### config.mk
export PLATFORM = sky130hd
export DESIGN_NAME = evt_irq_sel
export DESIGN_NICKNAME = d
export VERILOG_FILES = /design/src/rtl/evt_irq_sel.sv
export SDC_FILE = /design/constraint.sdc
export NUM_CORES = 1
export LEC_CHECK = 0
export CORE_ASPECT_RATIO = 1.5
export CORE_MARGIN = 1
export CORE_UTILIZATION = 25
export DETAILED_ROUTE_END_ITERATION = 10
export DONT_BUFFER_PORTS = 1
export SYNTH_ARGS = -nofsm -noshare
export SYNTH_HDL_FRONTEND = slang
export SYNTH_SLANG_ARGS = --single-unit
### constraint.sdc
create_clock -name clk_i -period 1.38 [get_ports clk_i]
set_input_delay 0.414 -clock clk_i [delete_from_list [all_inputs] [get_ports clk_i]]
set_output_delay 0.414 -clock clk_i [all_outputs]
set_load 0.03 [all_outputs]
### src/rtl/evt_irq_sel.sv
module evt_irq_sel #(
  parameter int N = 8
) (
  input  logic           clk_i,
  input  logic           rst_ni,
  input  logic [N-1:0]   event_i,
  input  logic           cfg_we_i,
  input  logic [2*N-1:0] cfg_wdata_i,
  input  logic           clr_we_i,
  input  logic [N-1:0]   clr_wdata_i,
  input  logic           set_we_i,
  input  logic [N-1:0]   set_wdata_i,
  output logic [2*N-1:0] reg_rdata_o,
  output logic           irq_o
);
  logic [N-1:0] en_q, flag_q, clr_m, set_m;

  assign clr_m = clr_we_i ? clr_wdata_i : '0;
  assign set_m = (set_we_i ? set_wdata_i : '0) | event_i;

  always_ff @(posedge clk_i or negedge rst_ni) begin
    if (!rst_ni) begin
      en_q   <= '0;
      flag_q <= '0;
      irq_o  <= 1'b0;
    end else begin
      if (cfg_we_i) en_q <= cfg_wdata_i[2*N-1:N];
      flag_q <= (flag_q & ~clr_m) | set_m;
      irq_o  <= |(flag_q & en_q);
    end
  end

  assign reg_rdata_o = {en_q, flag_q};
endmodule


After elaboration in Yosys (flattened, before gate mapping). Index checks and enable logic that the tools add are counted.

Register bits: 17. Latch bits: 0. RAM bits: 0. Bits in read-only memories: 0. Input bits: 45. Output and inout port bits: 17. Memories kept: 0.

Add/subtract/negate cells: 0. $mul: 0. Divide/modulo/power cells: 0. Order comparisons: 0. Equality and inequality tests: 0. Shift-type cells: 0. Multiplexer cells: 2. Bitwise gates (word level): 5. Reductions and logical operators: 1.

Operators by type and width (count): AND 8 bit (2); 2-to-1 mux 8 bit (2); OR 8 bit (2); NOT 8 bit (1); OR reduction 8 bit (1).

Longest topological paths before layout.
Depth in word-level cells: 4. Mapped depth: 3. Depth with buffers taken out: 2.

Worst setup path before layout. No wires, ideal clock.

Kind: input-to-reg. Start: input cfg_we_i. End: register en_q[0]. Setup time: 0.125 ns. Arrival: 0.910 ns. Required time: 1.255 ns. Slack: 0.345 ns. Cell stages on the path: 2. Path through: buf_2 mux2_2.

RTL lines: from (decl) (RTL line 7) `input logic cfg_we_i,`; to (signal assigned) (RTL line 27) `if (cfg_we_i) en_q <= cfg_wdata_i[2*N-1:N];`; to (decl) (RTL line 16) `logic [N-1:0] en_q, flag_q, clr_m, set_m;`.

No word-level cell between the ends.

Worst setup path after layout.
Start: register flag_q[6]. End: output reg_rdata_o[6].

RTL lines: from (decl) (RTL line 16); from (signal assigned) (RTL line 28) `flag_q <= (flag_q & ~clr_m) | set_m;`; to (decl) (RTL line 13) `output logic [2*N-1:0] reg_rdata_o,`.

No word-level cell between the ends.

==> out/metrics.yaml <==
die-area_mm2: 0.00296
numCtsBuffers: 3
power.density_mw_per_mm2: 1290
ctsResizeCount: 0
fmax_ghz: 0.791
power_w: 0.000965
synthesis.area_um2: 686
maxCapViolations: 0
num_vias: 454
chipHeight_um: 66.1
synth_nets: 94
hp-class: "primary input to flop"
reg2reg_depth: 2
synth.distinct_cells: 9
rows: 22
ir_drop_uv: 459
ant_nets: 0
drc: 0
hold_depth: 1
syn_avg_cell_area_um2: 14.0
clock_sinks: 17
worstHoldStart: "event_i[7]"
synth-warning-count: 0
cts-root-buf: "clkbuf_4"
fp.dieW_um: 44.8
routedWlPerCell_um: 17.1
slew_viol_final: 0
cts_htree_levels: 1
routed_wl_um: 1490
reg2reg_from: "en_q[2]"
min_to: "flag_q[7]"
finalCriticalPeriod_ns: 1.26
core_area_mm2: 0.00253
r2r_slack_ns: 0.35
worstPathArrival_ns: 0.85
tns_ns: 0
final.setup_skew_ns: 0.000253
fillers: 276
grt_max_degree: 18
p_sw_share_pct: 28.7
pwr-share-seq_pct: 66.7
overflow: 0
diodes: 0
worstSetupStartpoint: "flag_q[6]"
leakage_nw: 0.277
tightest_slew_ns: 0.758
required_ns: 0.97
relSlewSlack_pct: 49.3
hold_viol: 0
status: "finished, final reports clean"
io_pins: 62
clk_pin_slew_ns: 0.09
synthCells: 49
tritoncts: "built"
synthTopCellsByArea: "dfrtp_1 (62%), mux2_2 (13%), a221o_1 (12%)"
seq_area_frac_synth_pct: 62.0
p_comb_share_pct: 7.2
clk_latency_ns: 0.28
start_util_pct: 27.1
yosysTopAreaCellShare_pct: 62.0
vias_per_cell: 5.22
gp_congestion: 0.676
grt_pass1_vias: 489
dr.first_iter.drc_count: 0
grt_pass1_wl_um: 2340
path_class: "flop to primary output"
power.internal_w: 0.000688
cts_max_path_buffers: 2
fin_nets: 97
power_switching_w: 0.000277
firstDrtPassIters: 1
track_usage_pct: 11.6
drive_above_1_share_pct: 23.5
setup_viol: 0
synth_top_area_cell: "dfrtp_1"
r2r_end: "irq_o"
antenna_found_initial: 0
io_buffers: 0
crit_fanout: 3
start_kind: "flop"
grt_setup_unrepaired: "false"
finalCritPeriodShare_pct: 91.6
worstSetupEndpointType: "primary output"
clkPwrFrac_pct: 26.2
ys_seq_elements: 17
synthToLayoutAreaGrowth_pct: 8.76
==> layer usage <==
metal	GRT usage [%]	share of wire, %	up-vias
li1	-	-	197
met1	11.9	37	224
met2	19.9	55	31
met3	1.91	5.4	2
met4	9.09	1.8	0
met5	0	0	-
==> per-stage QoR <==
| stage | hold WS (ns) | util [%] | worst slack, ns | cell area [µm²] | cells |
|---|---|---|---|---|---|
| 4_1_cts | 0.225 | 29.4 | 0.101 | 746 | 87 |
| 5_1_grt | 0.206 | 29.4 | 0.0641 | 746 | 87 |
| 6_report | 0.241 | 29.4 | 0.116 | 746 | 87 |
| 2_1_floorplan | 0.118 | - | 0.345 | 686 | 49 |
| 3_3_place_gp | 0.119 | 28.0 | 0.352 | 709 | 82 |
| 3_5_place_dp | 0.119 | 28.0 | 0.338 | 709 | 82 |
==> placed cells by master, fill, tap and decap left out <==
master	Yosys	final
dlygate4sd3_1	0	1
clkbuf_4	0	3
a22oi_1	4	4
nand4_1	1	1
clkbuf_1	0	1
dfrtp_1	17	17
a221o_1	8	8
nand2_1	7	7
mux2_2	8	8
nand2_2	1	1
==> repair_timing <==
item | CTS | global route
setup endpoints to repair | 0 | 0
hold endpoints to repair | 17 | 0
setup buffers | 0 | 0
hold buffers | 1 | 0
==> layout make-up <==
type	instances	area (µm²)	share of cell area, %
well taps	36	45.0	6.04
clock buffers	4	26.3	3.52
flip-flops and latches	17	425	57.0
multi-input cells	29	239	32.0
repair buffers	1	10.0	1.34
==> worst reg2reg max path, stage by stage, from the launching register on <==
cell     delay, ns
dfrtp_1       0.51
a22oi_1       0.28
nand4_1       0.12
==> cell usage after synthesis <==
master,instances
nand2_1,7
nand4_1,1
buf_6,1
mux2_2,8
a221o_1,8
a22oi_1,4
dfrtp_1,17
buf_2,2
nand2_2,1
==> registers in the layout (all words and copies together), names as in the netlist <==
register	count
en_q	8
flag_q	8
irq_o	1
==> kinds of logic (layout without fill, tap and decap cells) <==
kind of cell	Yosys count	after routing	share of synthesized area, %
buf+inv	3	5	3.10
mux	8	8	13.1
compound gates	12	12	16.1
flops	17	17	62.0
simple gates	9	9	5.66
==> power groups by stage <==
stage          Combinational [W]  Clock [W]  Sequential (W)
6_report               0.0000691   0.000253        0.000643
3_5_place_dp           0.0000593          0        0.000656
5_1_grt                0.0000793   0.000302        0.000651
2_1_floorplan          0.0000640          0        0.000644
4_1_cts                0.0000712   0.000272        0.000645
3_3_place_gp           0.0000566          0        0.000653
==> worst max-delay path by stage <==
stage / to / slack (ns) / cells past startpoint
after floorplan: en_q[0] / 0.35 / 2
after detailed placement: irq_o / 0.34 / 2
after global placement: irq_o / 0.35 / 2
final: reg_rdata_o[6] / 0.12 / 0
after CTS: reg_rdata_o[6] / 0.10 / 0
after global routing: reg_rdata_o[0] / 0.06 / 0
Note: power is estimated with default switching activity, not from simulation.
